$ cat src/rtl/pacc_pkg.sv
package pacc_pkg;
  localparam int unsigned ADDR_W = 2;
  localparam logic [ADDR_W-1:0] ADDR_HI   = 2'd0;
  localparam logic [ADDR_W-1:0] ADDR_LO   = 2'd1;
  localparam logic [ADDR_W-1:0] ADDR_FLAG = 2'd2;
  localparam int unsigned FLAG_EDGE_BIT = 0;
  localparam int unsigned FLAG_OVF_BIT  = 1;

  typedef struct packed {
    logic chain;
    logic gated;
    logic pol;
    logic lo_on;
    logic hi_on;
  } pacc_cfg_t;
endpackage

$ cat src/rtl/pacc_sync_edge.sv
module pacc_sync_edge #(
  parameter int unsigned STAGES = 2
) (
  input  logic clk,
  input  logic rst,
  input  logic din,
  output logic level,
  output logic rise,
  output logic fall
);
  logic [STAGES-1:0] chain_q;
  logic              prev_q;

  generate
    if (STAGES == 1) begin : g_single
      always_ff @(posedge clk) begin
        if (rst) chain_q <= '0;
        else     chain_q <= din;
      end
    end else begin : g_multi
      always_ff @(posedge clk) begin
        if (rst) chain_q <= '0;
        else     chain_q <= {chain_q[STAGES-2:0], din};
      end
    end
  endgenerate

  always_ff @(posedge clk) begin
    if (rst) prev_q <= 1'b0;
    else     prev_q <= chain_q[STAGES-1];
  end

  assign level = chain_q[STAGES-1];
  assign rise  = level & ~prev_q;
  assign fall  = ~level & prev_q;
endmodule

$ cat src/rtl/pacc_prescaler.sv
module pacc_prescaler #(
  parameter int unsigned BITS = 6
) (
  input  logic clk,
  input  logic rst,
  input  logic run,
  output logic tick
);
  localparam logic [BITS-1:0] STEP = 1;
  logic [BITS-1:0] div_q;

  always_ff @(posedge clk) begin
    if (rst)      div_q <= '0;
    else if (run) div_q <= div_q + STEP;
  end

  assign tick = run & (&div_q);
endmodule

$ cat src/rtl/pacc_core.sv
module pacc_core
  import pacc_pkg::*;
#(
  parameter int unsigned W = 8
) (
  input  logic              clk,
  input  logic              rst,
  input  pacc_cfg_t         cfg,
  input  logic              inc,
  input  logic              flag_set,
  input  logic              wr,
  input  logic [ADDR_W-1:0] addr,
  input  logic [W-1:0]      wdata,
  output logic [W-1:0]      hi_q,
  output logic [W-1:0]      lo_q,
  output logic              edge_q,
  output logic              ovf_q
);
  localparam logic [W-1:0] ONE = 1;

  logic wr_hi, wr_lo, wr_flag, bump, bump_lo, bump_hi, roll;

  assign wr_hi   = wr && (addr == ADDR_HI);
  assign wr_lo   = wr && (addr == ADDR_LO);
  assign wr_flag = wr && (addr == ADDR_FLAG);

  // a byte load drops the increment of that cycle for both bytes
  assign bump    = inc && !(wr_hi || wr_lo);
  assign bump_lo = bump && (cfg.chain || cfg.lo_on);
  assign bump_hi = bump && (cfg.chain ? (&lo_q) : cfg.hi_on);
  assign roll    = bump && cfg.chain && (&lo_q) && (&hi_q);

  always_ff @(posedge clk) begin
    if (rst) begin
      hi_q   <= '0;
      lo_q   <= '0;
      edge_q <= 1'b0;
      ovf_q  <= 1'b0;
    end else begin
      if (wr_hi)        hi_q <= wdata;
      else if (bump_hi) hi_q <= hi_q + ONE;

      if (wr_lo)        lo_q <= wdata;
      else if (bump_lo) lo_q <= lo_q + ONE;

      if (flag_set)                           edge_q <= 1'b1;
      else if (wr_flag && wdata[FLAG_EDGE_BIT]) edge_q <= 1'b0;

      if (roll)                               ovf_q <= 1'b1;
      else if (wr_flag && wdata[FLAG_OVF_BIT])  ovf_q <= 1'b0;
    end
  end
endmodule

$ cat src/rtl/dual_pulse_accumulator.sv
module dual_pulse_accumulator
  import pacc_pkg::*;
#(
  parameter int unsigned CNT_W       = 8,
  parameter int unsigned PRE_BITS    = 6,
  parameter int unsigned SYNC_STAGES = 2
) (
  input  logic              clk,
  input  logic              rst,
  input  logic              pin_in,
  input  logic              timer_en,
  input  logic              sys_en,
  input  logic              gate_mode,
  input  logic              polarity,
  input  logic              lo_en,
  input  logic              hi_en,
  input  logic              reg_wr,
  input  logic [ADDR_W-1:0] reg_addr,
  input  logic [CNT_W-1:0]  reg_wdata,
  output logic [CNT_W-1:0]  reg_rdata,
  output logic [CNT_W-1:0]  cnt_hi,
  output logic [CNT_W-1:0]  cnt_lo,
  output logic              edge_flag,
  output logic              ovf_flag
);
  pacc_cfg_t cfg;
  logic pin_lvl, pin_rise, pin_fall, tick;
  logic sel_edge, gate_open, inc, flag_set;

  assign cfg = '{chain: sys_en, gated: gate_mode, pol: polarity,
                 lo_on: lo_en, hi_on: hi_en};

  pacc_sync_edge #(.STAGES(SYNC_STAGES)) u_sync (
    .clk(clk), .rst(rst), .din(pin_in),
    .level(pin_lvl), .rise(pin_rise), .fall(pin_fall)
  );

  pacc_prescaler #(.BITS(PRE_BITS)) u_pre (
    .clk(clk), .rst(rst), .run(timer_en), .tick(tick)
  );

  // the chosen edge is the counted edge in event mode and the
  // trailing edge of the gate window in gated mode
  assign sel_edge  = cfg.pol ? pin_rise : pin_fall;
  assign gate_open = cfg.pol ? ~pin_lvl : pin_lvl;
  assign inc       = cfg.gated ? (gate_open & tick) : sel_edge;
  assign flag_set  = cfg.chain & sel_edge;

  pacc_core #(.W(CNT_W)) u_core (
    .clk(clk), .rst(rst), .cfg(cfg), .inc(inc), .flag_set(flag_set),
    .wr(reg_wr), .addr(reg_addr), .wdata(reg_wdata),
    .hi_q(cnt_hi), .lo_q(cnt_lo), .edge_q(edge_flag), .ovf_q(ovf_flag)
  );

  logic [CNT_W-1:0] flag_word;
  always_comb begin
    flag_word = '0;
    flag_word[FLAG_EDGE_BIT] = edge_flag;
    flag_word[FLAG_OVF_BIT]  = ovf_flag;
  end

  always_ff @(posedge clk) begin
    if (rst) reg_rdata <= '0;
    else begin
      case (reg_addr)
        ADDR_HI:   reg_rdata <= cnt_hi;
        ADDR_LO:   reg_rdata <= cnt_lo;
        ADDR_FLAG: reg_rdata <= flag_word;
        default:   reg_rdata <= '0;
      endcase
    end
  end
endmodule

$ cat config.mk
export PLATFORM = sky130hd
export DESIGN_NAME = dual_pulse_accumulator
export DESIGN_NICKNAME = d
export VERILOG_FILES = /design/src/rtl/pacc_pkg.sv /design/src/rtl/pacc_sync_edge.sv /design/src/rtl/pacc_prescaler.sv /design/src/rtl/pacc_core.sv /design/src/rtl/dual_pulse_accumulator.sv
export SDC_FILE = /design/constraint.sdc
export NUM_CORES = 1
export LEC_CHECK = 0
export ABC_AREA = 1
export BUFFER_PORTS_ARGS = -buffer_cell sky130_fd_sc_hd__buf_4
export CELL_PAD_IN_SITES_DETAIL_PLACEMENT = 0
export CELL_PAD_IN_SITES_GLOBAL_PLACEMENT = 2
export CORE_MARGIN = 1
export CORE_UTILIZATION = 30
export CTS_CLUSTER_DIAMETER = 100
export DETAILED_ROUTE_END_ITERATION = 8
export PLACE_DENSITY = 0.9
export SYNTH_ARGS = -nofsm -noshare
export SYNTH_HDL_FRONTEND = slang
export SYNTH_SLANG_ARGS = --single-unit
$ cat constraint.sdc
create_clock -name clk -period 3.9 [get_ports clk]
set_input_delay 0.585 -clock clk [delete_from_list [all_inputs] [get_ports clk]]
set_output_delay 0.585 -clock clk [all_outputs]
set_load 0.02 [all_outputs]
==> impl_metrics.json <==
{
  "grt_max_degree": 22,
  "synth_seq_area_share_pct": 34.59,
  "setup-tns-final_ns": 0,
  "rr_worst_depth": 9,
  "rsz0062_at_grt": "false",
  "cp-end-kind": "flop",
  "gp_congestion": 0.8511,
  "worst-path-buf-inv": 4,
  "port_buffers": 45,
  "cp.depth": 12,
  "cp_slowest_stage_delay_ns": 0.56,
  "drt_pre_antenna_iters": 6,
  "report.final.slew_viol_count": 0,
  "cts_repair_resize_count": 0,
  "coreArea_mm2": 0.006422,
  "start_util_pct": 31.54,
  "worst_slew_pin_slew_ns": 0.8410,
  "setup.worst_path.end": "u_core.lo_q[6]",
  "fin_nets": 376,
  "post_cts_buffers": 0,
  "num_io_pins": 46,
  "crit_family": "simple AND/OR/NAND/NOR gates",
  "vias": 2074,
  "ys_ff_latch": 35,
  "drive_gt1_share_pct": 21.47,
  "area_growth_pct": 23.90,
  "worstPathRequired_ns": 4.13,
  "fmax_mhz": 493.8,
  "hold_viol_final": 0,
  "final_core_util_pct": 39.08,
  "tritoncts": "yes",
  "fin_crit_sh_pct": 51.92,
  "cts_sinks": 35,
  "rr_startpoint": "u_core.lo_q[0]",
  "crit_fanout": 20,
  "cts_made_buffers": 5,
  "grt_use_total_pct": 16.28,
  "grt_pass1_wl_um": 9045,
  "yosys_warnings": 0,
  "clockRootBuffer": "clkbuf_8",
  "grt-ovfl-total": 0,
  "die_w_um": 84.17,
  "path_class": "input pin to flop",
  "hold_buffers": 0,
  "critical_path.slowest_cell": "nand3_1",
  "whs_ns": 0.4051,
  "row_count": 29,
  "worstReg2RegEnd": "u_core.hi_q[6]",
  "place_hpwl_um": 4201,
  "clk_pin_slew_ns": 0.07,
  "drcViolationCount": 6,
  "grt_pass1_vias": 1948,
  "slew_headroom_pct": 43.78,
  "antenna_found_initial": 0,
  "synth_fp_nets": 334,
  "path_common_cell": "nand2_1",
  "hold_path.class": "flop to flop",
  "p_per_area_mw_per_mm2": 341.3,
  "die_h_um": 84.17,
  "status": "finished, violations left",
  "avgSynthCellArea_um2": 6.513,
  "crit_arrival_ns": 2.25,
  "wl_per_cell_um": 12.81,
  "violations": "DRC",
  "cts_buffer_depth": 2,
  "die-area_mm2": 0.007085,
  "fin_crit_ns": 2.025,
  "first_iter_violations": 104,
  "syn-cell-area_mm2": 0.002026,
  "worst_setup_path_start_kind": "input pin",
  "antennaDiodeCount": 0,
  "drv_cap": 0,
  "antenna_left": 0,
  "synth_cells": 311,
  "viasPerCell": 4.812,
  "finalSetupViolCount": 0,
  "routed_wl_um": 5521,
  "path_cells": "buf_4 > inv_2 > nand3_1 > nand2_1 > inv_1 > nand2_2 > inv_4 > nand3_4 > nand2_8 > nand2_1 > nand2_1 > nor2_1",
  "leakage_uw": 0.001190,
  "max-vdd-ir-drop_uv": 137.8,
  "startpoint": "reg_addr[1]",
  "clock_latency_ns": 0.29,
  "htreeDepth": 2,
  "ys_types": 32,
  "rrSetupSlack_ns": 2.21,
  "skew_ns": 0.004225
}
[synth_stat cells]
cell type	count	area (um2)
o21bai_1	1	7.510
and2_1	1	6.260
nor2_2	4	25.02
buf_2	4	20.02
nand2_1	77	289.0
a21oi_1	15	75.07
inv_2	2	7.510
a21oi_2	4	35.03
nor2_1	35	131.4
inv_4	2	12.51
buf_6	1	11.26
nand2_8	1	20.02
nor3_1	6	30.03
nand2_4	1	11.26
dfxtp_1	35	700.7
o211ai_1	1	7.510
nor2_4	1	11.26
nand2_2	6	37.54
or2_2	1	6.260
nand3_4	2	35.03
mux2i_1	1	10.01
o31ai_1	1	7.510
nand3_1	28	140.1
inv_1	39	146.4
a31oi_1	1	6.260
o21ai_1	2	10.01
xor2_1	1	8.760
clkbuf_1	5	18.77
o21ai_0	23	115.1
nand4_1	6	37.54
ha_1	3	37.54
nand3b_1	1	7.510
[how the worst min path moves through the flow]
stage / from / endpoint / slack (ns) / cells past startpoint
floorplan: u_sync.chain_q[0] / u_sync.chain_q[1] / 0.39 / 2
global placement: u_sync.chain_q[0] / u_sync.chain_q[1] / 0.39 / 2
detailed placement: u_sync.chain_q[0] / u_sync.chain_q[1] / 0.40 / 2
CTS: u_sync.chain_q[0] / u_sync.chain_q[1] / 0.41 / 2
global route: u_sync.chain_q[0] / u_sync.chain_q[1] / 0.43 / 2
finish: u_sync.chain_q[0] / u_sync.chain_q[1] / 0.41 / 2
[worst reg2reg max path: stages (launching register included)]
cell and delay [ns]:
dfxtp_1 0.40, ha_1 0.19, nand2_1 0.07, nor2_1 0.14, nand2_1 0.09, a21oi_1 0.21
nand3_4 0.16, nand2_4 0.14, and2_1 0.16, nor2_2 0.03
[layout by cell type, fill, tap and decap left out, drive strengths merged, types with 3 or more instances in the layout]
| master | synthesis | routed |
|---|---|---|
| buf | 5 | 45 |
| inv | 43 | 43 |
| nor3 | 6 | 6 |
| o21ai | 25 | 25 |
| nand3 | 30 | 30 |
| ha | 3 | 3 |
| nand2 | 85 | 85 |
| a21oi | 19 | 19 |
| dfxtp | 35 | 35 |
| clkbuf | 5 | 8 |
| nor2 | 40 | 40 |
| nand4 | 6 | 6 |
[power by group]
part	internal, uW	switching, uW	total, uW	leakage (uW)
clock	161	132	293	0.0000515
combinational	66.0	98.7	165	0.000853
sequential	375	23.5	399	0.000286
total	602	254	857	0.00119
[logic make-up after synthesis]
| kind of cell | after synthesis | synth area share [%] |
|---|---|---|
| AOI/OAI and AO/OA | 48 | 13.03 |
| xor gates and xnor gates | 1 | 0.4324 |
| adders and majority gates | 3 | 1.853 |
| buffers and inverters | 53 | 10.69 |
| DFF | 35 | 34.59 |
| muxes | 1 | 0.4942 |
| and+or+nand+nor | 170 | 38.91 |
[per-stage QoR]
stage | instances | total power, uW | area [um2] | worst slack (ns)
floorplan | 311 | 507.8 | 2026 | 2.269
global placement | 423 | 572.6 | 2410 | 1.613
detailed placement | 423 | 572.2 | 2410 | 1.571
CTS | 431 | 866.5 | 2510 | 1.870
global route | 431 | 902.7 | 2510 | 1.669
finish | 431 | 856.6 | 2510 | 1.875
[layout make-up]
cell class	count	area (um2)
clock buffer	8	100.1
fill	712	3913
inverter	43	166.4
multi-input combinational	223	1109
sequential	35	700.7
tap	77	96.34
timing repair buffer	45	337.8
[state kept, by name, indices dropped and copies added, names as in the netlist]
signal,flops
u_core.lo_q,8
u_core.ovf_q,1
u_core.hi_q,8
u_sync.chain_q,2
u_core.edge_q,1
u_pre.div_q,6
u_sync.prev_q,1
reg_rdata,8
[metal layers]
metal	global-route usage, %	routed length [um]
met5	0	0
met4	5.329	92
met3	3.835	289
met2	26.30	2483
met1	21.46	2656
No activity file was read; power rests on OpenSTA's default activity.
